--- src/rtl/osc_cal_pkg.sv ---
package osc_cal_pkg;
  typedef enum logic [2:0] {
    ST_IDLE,
    ST_STEP,
    ST_SETTLE,
    ST_MEAS_START,
    ST_MEAS_WAIT,
    ST_DECIDE
  } cal_state_e;

  typedef enum logic [2:0] {
    PH_PRE,
    PH_SEARCH,
    PH_LO,
    PH_HI,
    PH_FINAL
  } cal_phase_e;
endpackage

--- src/rtl/cal_target.sv ---
module cal_target #(
  parameter int MHZ_W    = 10,
  parameter int CNT_W    = 16,
  parameter int SCALE    = 1024,
  parameter int REF_DIV  = 26,
  parameter int MISS_PM  = 40
) (
  input  logic [MHZ_W-1:0] mhz_i,
  output logic [CNT_W-1:0] tgt_o,
  output logic [CNT_W-1:0] win_lo_o,
  output logic [CNT_W-1:0] win_hi_o
);
  localparam int PW = MHZ_W + $clog2(SCALE) + 1;
  localparam int WW = CNT_W + 12;

  logic [PW-1:0] prod, quo;
  logic [WW-1:0] lo_p, hi_p, lo_q, hi_q;

  always_comb begin
    prod     = PW'(mhz_i) * PW'(SCALE);
    quo      = prod / PW'(REF_DIV);
    tgt_o    = CNT_W'(quo);
    lo_p     = WW'(tgt_o) * WW'(1000 - MISS_PM);
    hi_p     = WW'(tgt_o) * WW'(1000 + MISS_PM);
    lo_q     = lo_p / WW'(1000);
    hi_q     = hi_p / WW'(1000);
    win_lo_o = CNT_W'(lo_q);
    win_hi_o = CNT_W'(hi_q);
  end
endmodule

--- src/rtl/cal_compare.sv ---
module cal_compare #(
  parameter int CNT_W = 16
) (
  input  logic [CNT_W-1:0] cnt_i,
  input  logic [CNT_W-1:0] tgt_i,
  input  logic [CNT_W-1:0] win_lo_i,
  input  logic [CNT_W-1:0] win_hi_i,
  output logic             in_win_o,
  output logic             above_o,
  output logic [CNT_W-1:0] err_o
);
  always_comb begin
    in_win_o = (cnt_i > win_lo_i) && (cnt_i < win_hi_i);
    above_o  = cnt_i > tgt_i;
    err_o    = above_o ? (cnt_i - tgt_i) : (tgt_i - cnt_i);
  end
endmodule

--- src/rtl/cal_us_timer.sv ---
module cal_us_timer #(
  parameter int MAX_US = 100,
  localparam int TW    = $clog2(MAX_US + 1)
) (
  input  logic          clk_i,
  input  logic          rst_ni,
  input  logic          clear_i,
  input  logic          tick_i,
  output logic [TW-1:0] cnt_o
);
  always_ff @(posedge clk_i or negedge rst_ni) begin
    if (!rst_ni)                                   cnt_o <= '0;
    else if (clear_i)                              cnt_o <= '0;
    else if (tick_i && (cnt_o < TW'(MAX_US)))      cnt_o <= cnt_o + 1'b1;
  end
endmodule

--- src/rtl/osc_trim_cal.sv ---
module osc_trim_cal
  import osc_cal_pkg::*;
#(
  parameter int TRIM_W     = 7,
  parameter int MHZ_W      = 10,
  parameter int CNT_W      = 16,
  parameter int TRIM_INIT  = 64,
  parameter int SETTLE_US  = 50,
  parameter int TIMEOUT_US = 100,
  parameter int MISS_PM    = 40
) (
  input  logic              clk_i,
  input  logic              rst_ni,
  input  logic              start_i,
  input  logic [MHZ_W-1:0]  target_mhz_i,
  input  logic              us_tick_i,
  input  logic [CNT_W-1:0]  meter_count_i,
  input  logic              meter_done_i,
  output logic              meter_start_o,
  output logic [TRIM_W-1:0] trim_o,
  output logic              done_o,
  output logic [TRIM_W-1:0] result_o,
  output logic              fail_o
);
  localparam int TMR_MAX = (TIMEOUT_US > SETTLE_US) ? TIMEOUT_US : SETTLE_US;
  localparam int TW      = $clog2(TMR_MAX + 1);
  localparam logic [TRIM_W-1:0] TRIM_MAX = {TRIM_W{1'b1}};

  cal_state_e state_q;
  cal_phase_e phase_q;
  logic [TRIM_W-1:0] trim_q, min_q, max_q, result_q, mid;
  logic [TRIM_W:0]   sum;
  logic [CNT_W-1:0]  cnt_q, err_lo_q, tgt, win_lo, win_hi, err;
  logic              in_win, above, done_q, fail_q, tmr_clr;
  logic [TW-1:0]     tmr;

  cal_target #(
    .MHZ_W(MHZ_W), .CNT_W(CNT_W), .SCALE(1024), .REF_DIV(26), .MISS_PM(MISS_PM)
  ) i_target (
    .mhz_i(target_mhz_i), .tgt_o(tgt), .win_lo_o(win_lo), .win_hi_o(win_hi)
  );

  cal_compare #(.CNT_W(CNT_W)) i_compare (
    .cnt_i(cnt_q), .tgt_i(tgt), .win_lo_i(win_lo), .win_hi_i(win_hi),
    .in_win_o(in_win), .above_o(above), .err_o(err)
  );

  assign tmr_clr = !((state_q == ST_SETTLE) || (state_q == ST_MEAS_WAIT));

  cal_us_timer #(.MAX_US(TMR_MAX)) i_timer (
    .clk_i(clk_i), .rst_ni(rst_ni), .clear_i(tmr_clr), .tick_i(us_tick_i), .cnt_o(tmr)
  );

  always_comb begin
    sum = {1'b0, min_q} + {1'b0, max_q};
    mid = sum[TRIM_W:1];
  end

  always_ff @(posedge clk_i or negedge rst_ni) begin
    if (!rst_ni) begin
      state_q  <= ST_IDLE;
      phase_q  <= PH_PRE;
      trim_q   <= TRIM_W'(TRIM_INIT);
      min_q    <= '0;
      max_q    <= TRIM_MAX;
      result_q <= TRIM_W'(TRIM_INIT);
      cnt_q    <= '0;
      err_lo_q <= '0;
      done_q   <= 1'b0;
      fail_q   <= 1'b0;
    end else begin
      done_q <= 1'b0;
      unique case (state_q)
        ST_IDLE: if (start_i) begin
          phase_q <= PH_PRE;
          state_q <= ST_MEAS_START;
        end
        ST_MEAS_START: state_q <= ST_MEAS_WAIT;
        ST_MEAS_WAIT: begin
          if (meter_done_i) begin
            cnt_q   <= meter_count_i;
            state_q <= ST_DECIDE;
          end else if (tmr >= TW'(TIMEOUT_US)) begin
            cnt_q   <= '0; // timeout reads as zero
            state_q <= ST_DECIDE;
          end
        end
        ST_SETTLE: if (tmr >= TW'(SETTLE_US)) state_q <= ST_MEAS_START;
        ST_STEP: begin
          if (mid == min_q) begin
            trim_q  <= min_q;
            phase_q <= PH_LO;
          end else begin
            trim_q  <= mid;
          end
          state_q <= ST_SETTLE;
        end
        ST_DECIDE: begin
          unique case (phase_q)
            PH_PRE: begin
              if (in_win) begin
                result_q <= trim_q;
                fail_q   <= 1'b0;
                done_q   <= 1'b1;
                state_q  <= ST_IDLE;
              end else begin
                min_q   <= '0;
                max_q   <= TRIM_MAX;
                phase_q <= PH_SEARCH;
                state_q <= ST_STEP;
              end
            end
            PH_SEARCH: begin
              if (above) max_q <= trim_q;
              else       min_q <= trim_q;
              state_q <= ST_STEP;
            end
            PH_LO: begin
              err_lo_q <= err;
              trim_q   <= max_q;
              phase_q  <= PH_HI;
              state_q  <= ST_SETTLE;
            end
            PH_HI: begin
              trim_q  <= (err_lo_q < err) ? min_q : max_q; // tie keeps high bound
              phase_q <= PH_FINAL;
              state_q <= ST_SETTLE;
            end
            PH_FINAL: begin
              result_q <= trim_q;
              fail_q   <= !in_win;
              done_q   <= 1'b1;
              state_q  <= ST_IDLE;
            end
            default: state_q <= ST_IDLE;
          endcase
        end
        default: state_q <= ST_IDLE;
      endcase
    end
  end

  assign meter_start_o = (state_q == ST_MEAS_START);
  assign trim_o        = trim_q;
  assign done_o        = done_q;
  assign result_o      = result_q;
  assign fail_o        = fail_q;
endmodule

--- config.mk ---
export PLATFORM = sky130hd
export DESIGN_NAME = osc_trim_cal
export DESIGN_NICKNAME = d
export VERILOG_FILES = /design/src/rtl/osc_cal_pkg.sv /design/src/rtl/cal_target.sv /design/src/rtl/cal_compare.sv /design/src/rtl/cal_us_timer.sv /design/src/rtl/osc_trim_cal.sv
export SDC_FILE = /design/constraint.sdc
export NUM_CORES = 1
export LEC_CHECK = 0
export BUFFER_PORTS_ARGS = -buffer_cell sky130_fd_sc_hd__buf_4
export CAP_MARGIN = 20
export CELL_PAD_IN_SITES_DETAIL_PLACEMENT = 0
export CELL_PAD_IN_SITES_GLOBAL_PLACEMENT = 1
export CORE_UTILIZATION = 30
export CTS_CLUSTER_DIAMETER = 200
export CTS_CLUSTER_SIZE = 40
export DETAILED_ROUTE_END_ITERATION = 10
export PLACE_DENSITY_LB_ADDON = 0.1
export SLEW_MARGIN = 20
export SYNTH_ARGS = -nofsm -noshare
export SYNTH_HDL_FRONTEND = slang
export SYNTH_SLANG_ARGS = --single-unit
--- constraint.sdc ---
create_clock -name clk_i -period 18.2 [get_ports clk_i]
set_input_delay 2.73 -clock clk_i [delete_from_list [all_inputs] [get_ports clk_i]]
set_output_delay 2.73 -clock clk_i [all_outputs]
set_load 0.02 [all_outputs]
==> results of run 1 <==
[cells in the final DEF (no fill, tap or decap), types with 42 or more instances in the layout]
cell,count
sky130_fd_sc_hd__ha_1,139
sky130_fd_sc_hd__a21oi_1,136
sky130_fd_sc_hd__o211ai_1,50
sky130_fd_sc_hd__inv_1,133
sky130_fd_sc_hd__o21ai_0,111
sky130_fd_sc_hd__buf_4,1220
sky130_fd_sc_hd__dfrtp_1,66
sky130_fd_sc_hd__nand2b_1,47
sky130_fd_sc_hd__nor2_1,209
sky130_fd_sc_hd__nand2_1,229
sky130_fd_sc_hd__mux2i_1,42
sky130_fd_sc_hd__a21o_1,60
sky130_fd_sc_hd__nand3_1,86
sky130_fd_sc_hd__xnor2_1,96
sky130_fd_sc_hd__nor3_1,63
sky130_fd_sc_hd__o21ai_1,46
[final cells by class]
class                   instances  area (sq um)  share of cell area
clock buffers                   9           225             0.00665
inverters                     157           602              0.0178
flip-flops and latches         75          1890              0.0557
multi-input cells            2458         20300               0.598
repair buffers               1258          9730               0.287
well taps                     873          1090              0.0322
repair inverters                1          7.51            0.000222
clock inverters                 7          76.3             0.00225
[cell usage after synthesis (all sizes together) (19+ instances only)]
cell type | count | area [sq um]
a211o | 22 | 194
a211oi | 36 | 305
a21o | 60 | 450
a21oi | 184 | 940
a22o | 33 | 289
a31oi | 38 | 253
and2 | 43 | 277
and3 | 37 | 236
buf | 41 | 264
clkbuf | 59 | 221
dfrtp | 66 | 1650
fa | 33 | 661
ha | 157 | 1960
inv | 156 | 588
mux2 | 28 | 345
mux2i | 57 | 583
nand2 | 251 | 955
nand2b | 54 | 338
nand3 | 97 | 495
nand4 | 34 | 213
nor2 | 236 | 903
nor2b | 27 | 169
nor3 | 82 | 425
nor4 | 21 | 150
o211ai | 50 | 375
o21a | 31 | 233
o21ai | 182 | 945
o21bai | 31 | 244
o221ai | 19 | 173
o22ai | 26 | 183
o31a | 20 | 175
o31ai | 33 | 285
or2 | 37 | 231
or3 | 31 | 204
xnor2 | 122 | 1080
xor2 | 43 | 403
[through the flow]
step / setup TNS (ns) / instances / setup slack, ns
5_1_grt: -284.18 / 4838 / -11.50
2_1_floorplan: -298.24 / 2789 / -11.75
3_5_place_dp: -281.05 / 4667 / -11.34
4_1_cts: -240.07 / 4795 / -9.72
3_3_place_gp: -272.67 / 4667 / -11.04
6_report: -251.03 / 4838 / -10.18
[layer usage]
layer  track usage  routed length [microns]  up-vias
li1              -                        -    12900
met1         0.310                    39600    12300
met2         0.417                    40600      389
met3        0.0129                     1610       84
met4        0.0561                     1870        0
met5             0                        0        -
[flip-flops by register name (all words and copies together) (netlist names)]
signal	cells
cnt_q	16
err_lo_q	16
i_timer.cnt_o	7
max_q	7
min_q	7
result_o	7
trim_o	7
phase_q	3
state_q	3
done_o	1
fail_o	1
[cell families after synthesis]
logic type,count (synthesis),synth area share
flops,75,0.0920
simple gates,1016,0.253
compound gates,991,0.352
fa+ha+maj,200,0.133
mux,85,0.0453
buf+inv,257,0.0525
xor+xnor,165,0.0725
[repair_timing]
| item | 4_1_cts | 5_1_grt |
|---|---|---|
| setup buffers | 111 | 45 |
| pin swaps | 160 | 120 |
| cloned | 4 | 1 |
| gates resized for setup | 214 | 145 |
| setup endpoints to repair | 25 | 32 |
[worst max-delay path: cells and delay by family]
family / cells / cell delay, ns
AO/OA/AOI/OAI: 54 / 11.13
XOR/XNOR: 2 / 0.33
adder cells (fa/ha/maj): 12 / 2.76
buffers and inverters: 19 / 2.49
multiplexers: 3 / 0.50
AND/OR/NAND/NOR: 49 / 8.62
[how the worst max path moves through the flow]
stage                    startpoint                 endpoint  slack [ns]  cells past startpoint
detailed placement  target_mhz_i[5]  result_o[0]$_DFFE_PN0P_      -11.34                    143
global placement    target_mhz_i[6]  result_o[3]$_DFFE_PN0P_      -11.04                    144
CTS                 target_mhz_i[4]  result_o[5]$_DFFE_PN0P_       -9.72                    144
global route        target_mhz_i[4]  result_o[5]$_DFFE_PN0P_      -11.50                    145
finish              target_mhz_i[4]  result_o[3]$_DFFE_PN0P_      -10.18                    139
floorplan           target_mhz_i[8]  result_o[0]$_DFFE_PN0P_      -11.75                    144
==> Implementation_results.wiki, run 1 <==
{| class="wikitable"
! Metric !! Value
|-
| Outcome || finished with violations
|-
| Failing checks || setup timing
|-
| H-tree depth || 3
|-
| Fill cell total of the finished layout || 6492
|-
| Final max-slew violation count || 0
|-
| Unrepaired setup endpoints after global routing || yes
|-
| Category of the worst setup path launch point || input pin
|-
| Arrival time of the worst setup path || 28.64 ns
|-
| Die X-Extent || 264 microns
|-
| Top Ports || 48
|-
| Number of iterations in the first detailed-routing pass || 5
|-
| Floorplan Core Area || 67400 sq um
|-
| GRT Resource Usage Total || 0.235
|-
| Period utilization || 1.56
|-
| Critical path start-end classification || input pin to flop
|-
| FF-to-FF setup slack || 12.15 ns
|-
| Sort of element at the end of the critical path || flop
|-
| Max Fanout on Critical Path || 8
|-
| Starting DRT DRC Count || 1338
|-
| Syn Nets || 3010
|-
| Avg Vias per Cell || 5.30
|-
| First-pass GRT wire length || 135 mm
|-
| Antenna cells || 0
|-
| Transition time at the pin with the least slew margin || 1.00 ns
|-
| Number of enable flip-flop cells after synthesis || 0
|-
| Number of routed nets with antenna violations || 0
|-
| Setup Viol. Count Final || 25
|-
| Proportion of layout cells with a drive suffix above 1 || 0.456
|-
| Top_reg_cell synth || sky130_fd_sc_hd__dfrtp_1
|-
| Post-layout min period || 28.38 ns
|-
| Clock tree from TritonCTS || yes
|-
| Cell count after synthesis || 2789
|-
| CTS buffer count || 9
|-
| Worst hold margin || 0.492 ns
|-
| Height of the chip || 264 microns
|-
| Share of synthesized flip-flops with an asynchronous set or reset || 1.00
|-
| Crit path setup slack, layout || -10.18 ns
|-
| Clock Root Buffer || sky130_fd_sc_hd__clkbuf_16
|-
| Wirelength per Cell || 17.3 microns
|-
| Nets@finish || 4181
|-
| Kind of path behind the tightest hold check || flop to flop
|-
| # port buffers || 47
|-
| Clock-pin slew of the registers on the worst-case setup and hold paths || 0.07 ns
|-
| Via count || 25600
|-
| Post-route cell area || 33900 sq um
|-
| Total of flip-flops plus latches after synthesis || 75
|-
| Count of final hold-check violations || 0
|-
| Endpoint, Worst Hold || err_lo_q[10]$_DFFE_PN0P_
|-
| Highest-delay cell along the critical path || sky130_fd_sc_hd__a2111o_1
|-
| Via count of the first global-routing pass || 25900
|-
| Cell area after placement || 30600 sq um
|-
| Min-Delay Path Depth || 2
|-
| Proportion of synthesized chip area in sequential cells || 0.0920
|-
| Detailed placer's ending HPWL || 68.7 mm
|-
| Number of buffers inserted by hold repair at cts || 0
|-
| Start point of the worst hold path || err_lo_q[10]$_DFFE_PN0P_
|-
| Relative slew margins || 0.333
|-
| Largest buffer count on any clock path || 2
|-
| Max Clock Skew || 0.00983 ns
|-
| Post-synth cell types || 135
|-
| Weighted congestion reported at the end of routability-driven placement || 0.890
|-
| Mapped Area || 20500 sq um
|-
| Number of placement rows || 95
|-
| Clock network latency to the later pin of the worst-skew pair || 0.37 ns
|-
| Die footprint || 69400 sq um
|-
| Top cell by count, worst path || sky130_fd_sc_hd__ha_4
|-
| FF-to-FF path depth || 37
|-
| Worst r2r dst || trim_o[3]$_DFFE_PN0P_
|-
| Critical Path Max Stage Delay || 0.57 ns
|-
| Number of antenna violations at the first check in global routing || 0
|-
| Total Routed Length || 83.6 mm
|-
| Max-cap violation count || 0
|-
| Clock sink count || 75
|-
| Remaining Overflow, GRT || 0
|-
| Largest net degree at the start of global routing || 62
|-
| DRC || 0
|-
| Warnings from Yosys || 0
|-
| Area Overhead vs Synth || 65.2%
|-
| Effective utilization at floorplan || 0.304
|-
| Mean instance size in the synthesized netlist || 7.36 sq um
|-
| Launching point of the worst reg2reg path || cnt_q[9]$_DFFE_PN0P_
|-
| Maximum operating frequency || 0.0352 GHz
|-
| Layout Utilization || 0.503
|-
| Required time worst endpoint || 18.45 ns
|}
Power of run 1 is not shown: default switching activity piles up to over one toggle a cycle in this logic, so the estimate is an artifact.
==> run 2, diff against run 1 <==
--- a/config.mk
+++ b/config.mk
@@ -5,6 +5,7 @@
 export SDC_FILE = /design/constraint.sdc
 export NUM_CORES = 1
 export LEC_CHECK = 0
+export ABC_AREA = 1
 export BUFFER_PORTS_ARGS = -buffer_cell sky130_fd_sc_hd__buf_4
 export CAP_MARGIN = 20
 export CELL_PAD_IN_SITES_DETAIL_PLACEMENT = 0
==> run 2 against run 1 <==
Net effect: the flow still finishes with violations (setup timing); global-route usage down 4.5 points; clock skew rose by 0.0013 ns; maximum frequency grew 9.3%; synthesized cell count grew 3.3%; critical path type unchanged; largest cell class unchanged.
==> Implementation_results.wiki, run 2 <==
{| class="wikitable"
! Metric !! Value
|-
| Outcome || finished with violations
|-
| Failing checks || setup timing
|-
| Kind of path behind the tightest hold check || flop to flop
|-
| Max Clock Skew || 0.0111 ns
|-
| FF-to-FF path depth || 27
|-
| Biggest registers after layout || cnt_q: 16 flops, err_lo_q: 16 flops
|-
| Detailed placer's ending HPWL || 49.7 mm
|-
| Critical path start-end classification || input pin to flop
|-
| Fill cell total of the finished layout || 6309
|-
| FF-to-FF setup slack || 12.24 ns
|-
| Sort of element at the end of the critical path || flop
|-
| Starting DRT DRC Count || 696
|-
| Highest-delay cell along the critical path || sky130_fd_sc_hd__fa_1
|-
| Transition time at the pin with the least slew margin || 1.12 ns
|-
| Layout Utilization || 0.465
|-
| Commonest cells after routing, fill and taps aside || sky130_fd_sc_hd__buf_4 (891), sky130_fd_sc_hd__nand2_1 (595), sky130_fd_sc_hd__inv_1 (393)
|-
| GRT Resource Usage Total || 0.190
|-
| Largest net degree at the start of global routing || 59
|-
| Avg Vias per Cell || 4.54
|-
| Via count || 20700
|-
| Endpoint, Worst Hold || result_o[6]$_DFFE_PN1P_
|-
| Clock-pin slew of the registers on the worst-case setup and hold paths || 0.07 ns
|-
| Relative slew margins || 0.255
|-
| Total of flip-flops plus latches after synthesis || 75
|-
| Wirelength per Cell || 13.1 microns
|-
| Effective utilization at floorplan || 0.305
|-
| Start point of the worst hold path || result_o[6]$_DFFE_PN1P_
|-
| Warnings from Yosys || 0
|-
| # port buffers || 47
|-
| H-tree depth || 3
|-
| Most instantiated library cell after synthesis || sky130_fd_sc_hd__nand2_1
|-
| Period utilization || 1.43
|-
| Clock network latency to the later pin of the worst-skew pair || 0.36 ns
|-
| Syn Nets || 3101
|-
| Unrepaired setup endpoints after global routing || yes
|-
| Remaining Overflow, GRT || 0
|-
| Mean instance size in the synthesized netlist || 6.41 sq um
|-
| Max Fanout on Critical Path || 8
|-
| Post-layout min period || 25.97 ns
|-
| Proportion of layout cells with a drive suffix above 1 || 0.443
|-
| Final max-slew violation count || 0
|-
| Min-Delay Path Depth || 2
|-
| Setup Viol. Count Final || 27
|-
| Top cell by count, worst path || sky130_fd_sc_hd__nand2_2
|-
| Via count of the first global-routing pass || 20800
|-
| Top Ports || 48
|-
| Top_reg_cell synth || sky130_fd_sc_hd__dfrtp_1
|-
| Post-synth cell types || 70
|-
| Leading cell type in the layout, fill and taps excluded || sky130_fd_sc_hd__buf_4
|-
| Required time worst endpoint || 18.45 ns
|-
| Number of antenna violations at the first check in global routing || 0
|-
| Number of enable flip-flop cells after synthesis || 0
|-
| Number of buffers inserted by hold repair at cts || 0
|-
| Crit path setup slack, layout || -7.77 ns
|-
| Largest buffer count on any clock path || 2
|-
| Mapped Area || 18500 sq um
|-
| Die footprint || 62600 sq um
|-
| Cell type with the highest aggregate area in the netlist || sky130_fd_sc_hd__nand2_1
|-
| Weighted congestion reported at the end of routability-driven placement || 0.886
|-
| Number of iterations in the first detailed-routing pass || 6
|-
| Clock sink count || 75
|-
| Nets@finish || 3999
|-
| Arrival time of the worst setup path || 26.22 ns
|-
| Antenna cells || 0
|-
| Critical Path Max Stage Delay || 0.52 ns
|-
| Number of routed nets with antenna violations || 0
|-
| Worst hold margin || 0.472 ns
|-
| Top cells by area in the synthesized netlist || sky130_fd_sc_hd__nand2_1 (14%), sky130_fd_sc_hd__ha_1 (11%), sky130_fd_sc_hd__dfrtp_1 (8.9%)
|-
| Cell count after synthesis || 2880
|-
| Die X-Extent || 250 microns
|-
| Clock tree from TritonCTS || yes
|-
| Number of placement rows || 90
|-
| Count of final hold-check violations || 0
|-
| Clock Root Buffer || sky130_fd_sc_hd__clkbuf_16
|-
| Floorplan Core Area || 60600 sq um
|-
| CTS buffer count || 9
|-
| Maximum operating frequency || 0.0385 GHz
|-
| Share of synthesized flip-flops with an asynchronous set or reset || 1.00
|-
| Most frequent cells after synthesis || sky130_fd_sc_hd__nand2_1 (686), sky130_fd_sc_hd__inv_1 (414), sky130_fd_sc_hd__nand3_1 (241), sky130_fd_sc_hd__nor2_1 (219), sky130_fd_sc_hd__nand2_2 (166)
|-
| Max-cap violation count || 0
|-
| Total Routed Length || 59.6 mm
|-
| Fraction of post-synthesis cell area in the top cell type by area || 0.139
|-
| Worst r2r dst || trim_o[1]$_DFFE_PN0P_
|-
| DRC || 0
|-
| First-pass GRT wire length || 99.4 mm
|-
| Category of the worst setup path launch point || input pin
|-
| Proportion of synthesized chip area in sequential cells || 0.102
|-
| Area Overhead vs Synth || 52.5%
|-
| Height of the chip || 250 microns
|-
| Launching point of the worst reg2reg path || cnt_q[0]$_DFFE_PN0P_
|}
run 2: cell types whose count changed in the layout (fill, tap and decap cells not counted), sizes merged, moves of 53 or more:
cell,change
inv,+313
nand2b,-54
buf,-349
nand3,+195
xnor2,-95
nor2,+61
nor3,-56
xor2,+75
nand2,+671
a21o,-53
mux2i,-53
a21oi,-67
run 2: per-layer routing:
| layer | track usage | up-vias | wire [microns] |
|---|---|---|---|
| met5 | 0 | - | 0 |
| met4 | 0.0359 | 0 | 830 |
| met2 | 0.347 | 192 | 29700 |
| met3 | 0.0164 | 46 | 1230 |
| met1 | 0.243 | 9482 | 27900 |
| li1 | - | 11000 | - |
run 2: logic make-up after synthesis:
logic type | count (synthesis) | share of synthesized area
compound gates | 338 | 0.112
xor+xnor | 145 | 0.0696
fa+ha+maj | 190 | 0.142
buf+inv | 505 | 0.112
flops | 75 | 0.102
mux | 4 | 0.00217
simple gates | 1623 | 0.460
run 2: how the worst max path moves through the flow:
stage / from / endpoint / slack [ns]
floorplan: target_mhz_i[8] / result_o[4]$_DFFE_PN0P_ / -8.11
global placement: target_mhz_i[9] / result_o[4]$_DFFE_PN0P_ / -8.03
detailed placement: target_mhz_i[8] / result_o[4]$_DFFE_PN0P_ / -8.85
CTS: target_mhz_i[6] / result_o[4]$_DFFE_PN0P_ / -7.85
global route: target_mhz_i[6] / phase_q[0]$_DFFE_PN0P_ / -9.65
finish: target_mhz_i[6] / result_o[4]$_DFFE_PN0P_ / -7.77
run 2: through the flow:
| stage | cells | cell area (sq um) | setup WS, ns | TNS (ns) |
|---|---|---|---|---|
| final | 4565 | 28200 | -7.77 | -208.53 |
| after global routing | 4565 | 28200 | -9.65 | -259.28 |
| after CTS | 4530 | 27300 | -7.85 | -210.82 |
| after detailed placement | 4417 | 25800 | -8.85 | -236.54 |
| after global placement | 4417 | 25800 | -8.03 | -214.32 |
| after floorplan | 2880 | 19100 | -8.11 | -216.55 |
run 2: critical path, delay by kind of cell:
kind	cells	cell delay, ns
adder cells (fa/ha/maj)	13	3.66
XOR/XNOR	11	1.89
AO/OA/AOI/OAI	17	1.97
AND/OR/NAND/NOR	138	13.20
buffers and inverters	32	2.64
run 2: final cells by class:
type                            instances  area, sq um  share of cell area
Timing Repair Buffer                  906         6870               0.244
Multi-Input combinational cell       2301        16100               0.573
Tap cell                              782          978              0.0347
Sequential cell                        75         1890              0.0670
Clock inverter                          6         97.6             0.00346
Clock buffer                           10          229             0.00813
Inverter                              485         1960              0.0697
run 2: timing repair:
action / 4_1_cts / 5_1_grt
pin swaps: 131 / 111
resized for setup: 104 / 150
hold endpoints to repair: 0 / 0
setup endpoints to repair: 27 / 27
buffers inserted: 96 / 36
gates cloned: 1 / 0
Power of run 2 is left out for the same reason.
